### src/rtl/rxwm_pkg.sv
package rxwm_pkg;
   localparam int unsigned WORD_W      = 32;
   localparam int unsigned EMPTY_BIT   = 28;
   localparam int unsigned HIGH_BIT    = 27;
   localparam int unsigned NOTHIGH_BIT = 26;
   localparam int unsigned FIELD_LSB   = NOTHIGH_BIT;

   typedef struct packed {
      logic empty;
      logic high;
      logic not_high;
   } rxwm_flags_t;

   localparam rxwm_flags_t FLAGS_RESET = '{empty: 1'b0, high: 1'b0, not_high: 1'b1};
endpackage

### src/rtl/rxwm_cmp.sv
module rxwm_cmp #(
   parameter int unsigned OCC_W = 16
) (
   input  logic [OCC_W-1:0] occ,
   input  logic [OCC_W-1:0] hi_mark,
   input  logic [OCC_W-1:0] lo_mark,
   output logic             above_hi,
   output logic             below_lo
);
   always_comb begin
      above_hi = (occ > hi_mark);
      below_lo = (occ < lo_mark);
   end
endmodule

### src/rtl/rxwm_hyst.sv
module rxwm_hyst (
   input  logic clk,
   input  logic rst_n,
   input  logic upd,
   input  logic above_hi,
   input  logic below_lo,
   output logic low_flag
);
   logic nxt;

   always_comb begin
      nxt = low_flag;
      if (below_lo) nxt = 1'b1;
      if (above_hi) nxt = 1'b0;
   end

   always_ff @(posedge clk or negedge rst_n) begin
      if (!rst_n)   low_flag <= 1'b1;
      else if (upd) low_flag <= nxt;
   end
endmodule

### src/rtl/rxwm_evt.sv
module rxwm_evt (
   input  logic clk,
   input  logic rst_n,
   input  logic done,
   input  logic empty,
   output logic dma_pulse,
   output logic empty_pulse
);
   always_ff @(posedge clk or negedge rst_n) begin
      if (!rst_n) begin
         dma_pulse   <= 1'b0;
         empty_pulse <= 1'b0;
      end else begin
         dma_pulse   <= done;
         empty_pulse <= done & empty;
      end
   end
endmodule

### src/rtl/rx_wm_status.sv
module rx_wm_status
   import rxwm_pkg::*;
#(
   parameter int unsigned OCC_W = 16,
   parameter int unsigned CNT_W = 12
) (
   input  logic             clk,
   input  logic             rst_n,
   input  logic [OCC_W-1:0] occ_bytes,
   input  logic             fifo_empty,
   input  logic [CNT_W-1:0] unclaimed_pkts,
   input  logic [OCC_W-1:0] high_mark,
   input  logic [OCC_W-1:0] low_mark,
   input  logic             copy_done,
   output logic [31:0]      status_word,
   output logic [CNT_W-1:0] pkt_count,
   output logic             flag_empty,
   output logic             flag_high,
   output logic             flag_not_high,
   output logic             irq_dma,
   output logic             irq_empty
);
   localparam int unsigned PAD_W = FIELD_LSB - CNT_W;

   generate
      if (OCC_W < 1 || OCC_W > 32) begin : g_bad_occ
         $error("rx_wm_status: OCC_W must be 1..32");
      end
      if (CNT_W < 1 || CNT_W > FIELD_LSB) begin : g_bad_cnt
         $error("rx_wm_status: CNT_W must be 1..26");
      end
   endgenerate

   logic        above_hi, below_lo, low_flag;
   rxwm_flags_t flags_q;
   logic [CNT_W-1:0] cnt_q;

   rxwm_cmp #(.OCC_W(OCC_W)) u_cmp (
      .occ      (occ_bytes),
      .hi_mark  (high_mark),
      .lo_mark  (low_mark),
      .above_hi (above_hi),
      .below_lo (below_lo)
   );

   rxwm_hyst u_hyst (
      .clk      (clk),
      .rst_n    (rst_n),
      .upd      (copy_done),
      .above_hi (above_hi),
      .below_lo (below_lo),
      .low_flag (low_flag)
   );

   rxwm_evt u_evt (
      .clk         (clk),
      .rst_n       (rst_n),
      .done        (copy_done),
      .empty       (fifo_empty),
      .dma_pulse   (irq_dma),
      .empty_pulse (irq_empty)
   );

   always_ff @(posedge clk or negedge rst_n) begin
      if (!rst_n) begin
         flags_q.empty <= FLAGS_RESET.empty;
         flags_q.high  <= FLAGS_RESET.high;
         cnt_q         <= '0;
      end else if (copy_done) begin
         flags_q.empty <= fifo_empty;
         flags_q.high  <= above_hi;
         cnt_q         <= unclaimed_pkts;
      end
   end

   always_comb flags_q.not_high = low_flag;

   assign flag_empty    = flags_q.empty;
   assign flag_high     = flags_q.high;
   assign flag_not_high = flags_q.not_high;
   assign pkt_count     = cnt_q;

   generate
      if (PAD_W > 0) begin : g_pad
         assign status_word = {3'b000, flags_q, {PAD_W{1'b0}}, cnt_q};
      end else begin : g_nopad
         assign status_word = {3'b000, flags_q, cnt_q};
      end
   endgenerate
endmodule

### config.mk
export PLATFORM = sky130hd
export DESIGN_NAME = rx_wm_status
export DESIGN_NICKNAME = d
export VERILOG_FILES = /design/src/rtl/rxwm_pkg.sv /design/src/rtl/rxwm_cmp.sv /design/src/rtl/rxwm_hyst.sv /design/src/rtl/rxwm_evt.sv /design/src/rtl/rx_wm_status.sv
export SDC_FILE = /design/constraint.sdc
export NUM_CORES = 1
export LEC_CHECK = 0
export BUFFER_PORTS_ARGS = -buffer_cell sky130_fd_sc_hd__buf_2
export CORE_AREA = 2 2 73 68
export CTS_CLUSTER_DIAMETER = 80
export CTS_CLUSTER_SIZE = 14
export DETAILED_ROUTE_END_ITERATION = 7
export DIE_AREA = 0 0 75 70
export HOLD_SLACK_MARGIN = 0.15
export MAX_ROUTING_LAYER = met4
export PLACE_DENSITY = 0.74
export SLEW_MARGIN = 20
export SYNTH_ARGS = -nofsm -noshare
export SYNTH_HDL_FRONTEND = slang
export SYNTH_HIERARCHICAL = 1
export SYNTH_SLANG_ARGS = --single-unit
### constraint.sdc
create_clock -name clk -period 0.9 [get_ports clk]
set_clock_uncertainty 0.1 [all_clocks]
set_input_delay 0.18 -clock clk [delete_from_list [all_inputs] [get_ports clk]]
set_output_delay 0.18 -clock clk [all_outputs]
set_load 0.01 [all_outputs]
======== Word level (Yosys, flattened, before mapping) ========
Index checks and enable logic that the tools add are counted.
storage, ports and cells
  memories ................................ 0
  memory bits (writable) .................. 0
  bits in registers ....................... 17
  latch bits .............................. 0
  word-level logic and storage cells ...... 13
  ROM bits ................................ 0
  input port bits ......................... 64
operators by class
  bitwise gates (word level) .............. 1
  multiplexer cells ....................... 2
  divide/modulo/power cells ............... 0
  shifts and indexed selects .............. 0
  $mul .................................... 0
  reduce and logical (&&, ||, !) cells .... 2
  eq/ne operators ......................... 0
  add/subtract/negate cells ............... 0
  $lt $le $gt $ge ......................... 2
operator list
  kind                            number
  16-bit greater-than comparator  1
  16-bit less-than comparator     1
  1-bit 2-to-1 mux                2
  2-bit AND reduction             1
  2-bit nonzero test              1
  1-bit AND                       1

======== Logic depth before layout (Yosys ltp) ========
  word-level depth ........................ 3
  gate-level depth with buffers ........... 8

======== Cells and area by module ========
Netlist, hierarchy kept.
by module, submodules not included
  module        area each (um^2)  cells each  sequential area each (um^2)  instances
  rxwm_cmp      795.8             109         0.0                          1
  rx_wm_status  763.2             62          350.3                        1
  rxwm_evt      56.3              3           50.0                         1
  rxwm_hyst     36.3              3           26.3                         1

======== Least setup slack after synthesis ========
OpenSTA, ideal clock, no wires.
  kind .................................... in2reg
  from .................................... in high_mark[1]
  to ...................................... reg flags_q (netlist bit flag_high)
  arrival ................................. 1.427 ns
  path buffers ............................ 0
  setup slack ............................. -0.752 ns
  library setup time ...................... 0.125 ns
  required time ........................... 0.675 ns
  stages on the path ...................... 8
  cells stage by stage .................... inv_1 > ha_1 > nor2b_2 > o211ai_2 > a2111oi_2 > a211oi_1 > a21oi_2 > mux2_2
between the ends
  longest elaborated chain between the ends .. 1
RTL lines
  item                            line                source
  start: declaration              rx_wm_status.sv:12  input logic [OCC_W-1:0] high_mark,
  16-bit greater-than comparator  rxwm_cmp.sv:11      above_hi = (occ > hi_mark);
  net above_hi                    rx_wm_status.sv:34  logic above_hi, below_lo, low_flag;
  end: declaration                rx_wm_status.sv:35  rxwm_flags_t flags_q;
The timed path passes the listed nets, and every way through them passes these cells.
A chain may end at the register's enable or synchronous reset.

======== Worst setup path after layout ========
  from .................................... in occ_bytes[3]
  to ...................................... reg u_hyst.low_flag
between the ends
  longest elaborated chain between the ends .. 3
RTL lines
  item                                  line                source
  start: declaration                    rx_wm_status.sv:9   input logic [OCC_W-1:0] occ_bytes,
  16-bit less-than comparator           rxwm_cmp.sv:12      below_lo = (occ < lo_mark);
  net below_lo                          rx_wm_status.sv:34
  2-bit nonzero test (no source line)   -
  2-bit AND reduction (no source line)  -
  end signal: assignment                rxwm_hyst.sv:19     else if (upd) low_flag <= nxt;
  end: declaration                      rxwm_hyst.sv:7      output logic low_flag
The timed path passes the listed nets, and every way through them passes these cells.

==> flow_summary.ini <==
[clock_tree]
clk_latency_ns = 0.24
cts_buffers = 3
htreeDepth = 1
cts_buffer_depth = 2
clock-sinks = 17
clkTransAtPathRegs_ns = 0.07
ctsHoldBuffers = 1
cts_root_buf = clkbuf_8
cts_tree = yes

[critical_path]
cp-start-kind = input port
reg2reg_depth = 2
r2r_slack_ns = -0.10
r2r_end = flag_high
reg2reg_from = flag_high
critPathRequiredTime_ns = 0.96
cp_max_fo = 2
cp-startpoint = occ_bytes[3]
worstSetupPathType = in -> reg
cp-end-kind = flip-flop
arrival_ns = 1.55

[power_and_ir_drop]
power_w = 0.00279
p_leak_nw = 1.43
ir_worst_vdd_mv = 0.478
power_density_mw_per_mm2 = 1020

[synth]
synth_top_area_cell = dfrtp_1
yosys_warnings = 6
synth_cell_types = 30
synth-main-ff-cell = dfrtp_1
syn_avg_cell_area_sq_um = 9.33
async_flop_share_pct = 100
syn-cell-area_sq_mm = 0.00165
synth-edff-count = 0
synth.area.top_cells = dfrtp_1 24%, ha_1 23%, buf_4 15%
synth_top_cells_by_count = 32 x buf_4, 32 x inv_1, 31 x ha_1
synth_cells = 177
synth_seq_area_share_pct = 25.8
yosys.area.top_type_share_pct = 24.2
synth_seq_cells = 17

[sta]
setup_viol = 35
finalHoldViolations = 0
post-route-min-period_ns = 1.48
fin_ws_ns = -0.582
finalCritPeriodShare_pct = 165
whs_ns = 0.0462
fmax_mhz = 675
rsz0062_at_grt = yes
final_max_slew_viol_count = 0

[floorplanning]
dieHeight_microns = 70
initial_core_util_pct = 35.9
rows = 24
die-width_microns = 75
core_sq_mm = 0.00459
io-pin-count = 113
die_area_sq_mm = 0.00525

[finish]
finalInstanceArea_sq_mm = 0.00275
drive_above_1_share_pct = 65.0
antenna_cells = 0
syn2layout_area_growth_pct = 66.4
final_nets = 379

[place]
hpwlAfterDp_microns = 3330
post_dp_cell_area_sq_mm = 0.00222
port_buffers = 95
gp_congestion = 0.752

[run_status]
status = finished, violations left
violations = negative setup slack

[min_path]
holdPathEnd = u_evt/empty_pulse
min_path_cells = 2
hold_class = in -> reg
hp-start = fifo_empty

[grt]
track_usage_pct = 16.7
grt_pass1_wl_microns = 6490
grt_pass1_vias = 1495
antenna_found_initial = 0
grt_overflow_total = 0
grt_max_degree = 18

[detailed_routing]
vias = 1536
first_pass_iters = 4
drt_iter0_drc = 25
wl_microns = 4650
routedWlPerCell_microns = 13.4
ant_nets = 0
vias_per_cell = 4.41
drc = 0

[run]
drv_cap = 0
sequential cells by signal, indices dropped and copies added, names as in the netlist:
register,flops
flag_empty,1
flag_high,1
pkt_count,12
u_evt/dma_pulse,1
u_evt/empty_pulse,1
u_hyst/low_flag,1
per-layer routing:
metal | wire length, microns | GRT usage, % | part of all wire, %
met1 | 1600 | 17.5 | 34
met2 | 2700 | 32.1 | 58
met3 | 272 | 2.31 | 5.9
met4 | 70 | 3.17 | 1.5
met5 | 0 | - | 0
kinds of logic (layout without fill, tap and decap cells):
| group | after synthesis | in the layout | synth area share, % |
|---|---|---|---|
| AND/OR/NAND/NOR | 24 | 24 | 8.41 |
| buffers and inverters | 65 | 155 | 22.5 |
| AO/OA/AOI/OAI | 25 | 25 | 10.0 |
| adder cells (fa/ha/maj) | 31 | 31 | 23.5 |
| flip-flops | 17 | 17 | 25.8 |
| multiplexers | 14 | 14 | 9.55 |
| other | 1 | 17 | 0.227 |
cell usage in the layout, fill, tap and decap left out, types with 4 or more instances in the layout:
master and instances:
dfrtp_1 16, nand4_1 5, a21oi_2 4, buf_2 76
ha_1 14, inv_1 21, buf_6 19, ha_4 17
nand2_1 4, a21oi_1 7, conb_1 17, mux2_2 12
buf_4 20, inv_2 7
worst max-delay path by stage:
| stage | end | slack (ns) | depth (start not counted) |
|---|---|---|---|
| 2_1_floorplan | flag_high | -0.65 | 8 |
| 3_3_place_gp | flag_high | -0.87 | 9 |
| 3_5_place_dp | flag_high | -0.92 | 9 |
| 4_1_cts | flag_high | -0.55 | 8 |
| 5_1_grt | flag_high | -0.61 | 8 |
| 6_report | u_hyst/low_flag | -0.58 | 9 |
critical path, cell delays in order:
cell and delay, ns:
buf_2 0.11, buf_4 0.12, ha_1 0.30, a21oi_1 0.16, o21ai_1 0.11, and3_1 0.16
nor3_2 0.14, a21oi_1 0.09, a21oi_1 0.17
stage by stage:
step | setup WS, ns | cells | TNS [ns] | util [%]
6_report | -0.582 | 348 | -6.67 | 59.8
5_1_grt | -0.606 | 348 | -7.91 | 59.8
4_1_cts | -0.548 | 346 | -6.81 | 56.4
3_5_place_dp | -0.920 | 336 | -3.20 | 48.3
3_3_place_gp | -0.872 | 336 | -3.03 | 48.3
2_1_floorplan | -0.652 | 193 | -1.30 | -
cell type report:
class | instances | area (sq um)
clock inverter | 1 | 5.00
sequential | 17 | 427
multi-input combinational | 111 | 1250
clock buffer | 3 | 41.3
inverter | 32 | 140
fill | 406 | 1850
tap | 65 | 81.3
timing repair buffer | 119 | 805
repair_timing:
item                                   4_1_cts  5_1_grt
gates resized for setup                     46       31
setup endpoints to repair                   34       38
buffers inserted                             5        2
cloned                                       0        0
endpoints found under the hold margin       32       15
pin swaps                                   26       25
power breakdown:
group	switching (W)	internal, W	total [W]
clock	0.000250	0.000307	0.000557
sequential	0.0000636	0.000852	0.000915
combinational	0.000603	0.000714	0.00132
total	0.000917	0.00187	0.00279
Note: power is estimated with default switching activity, not from simulation.
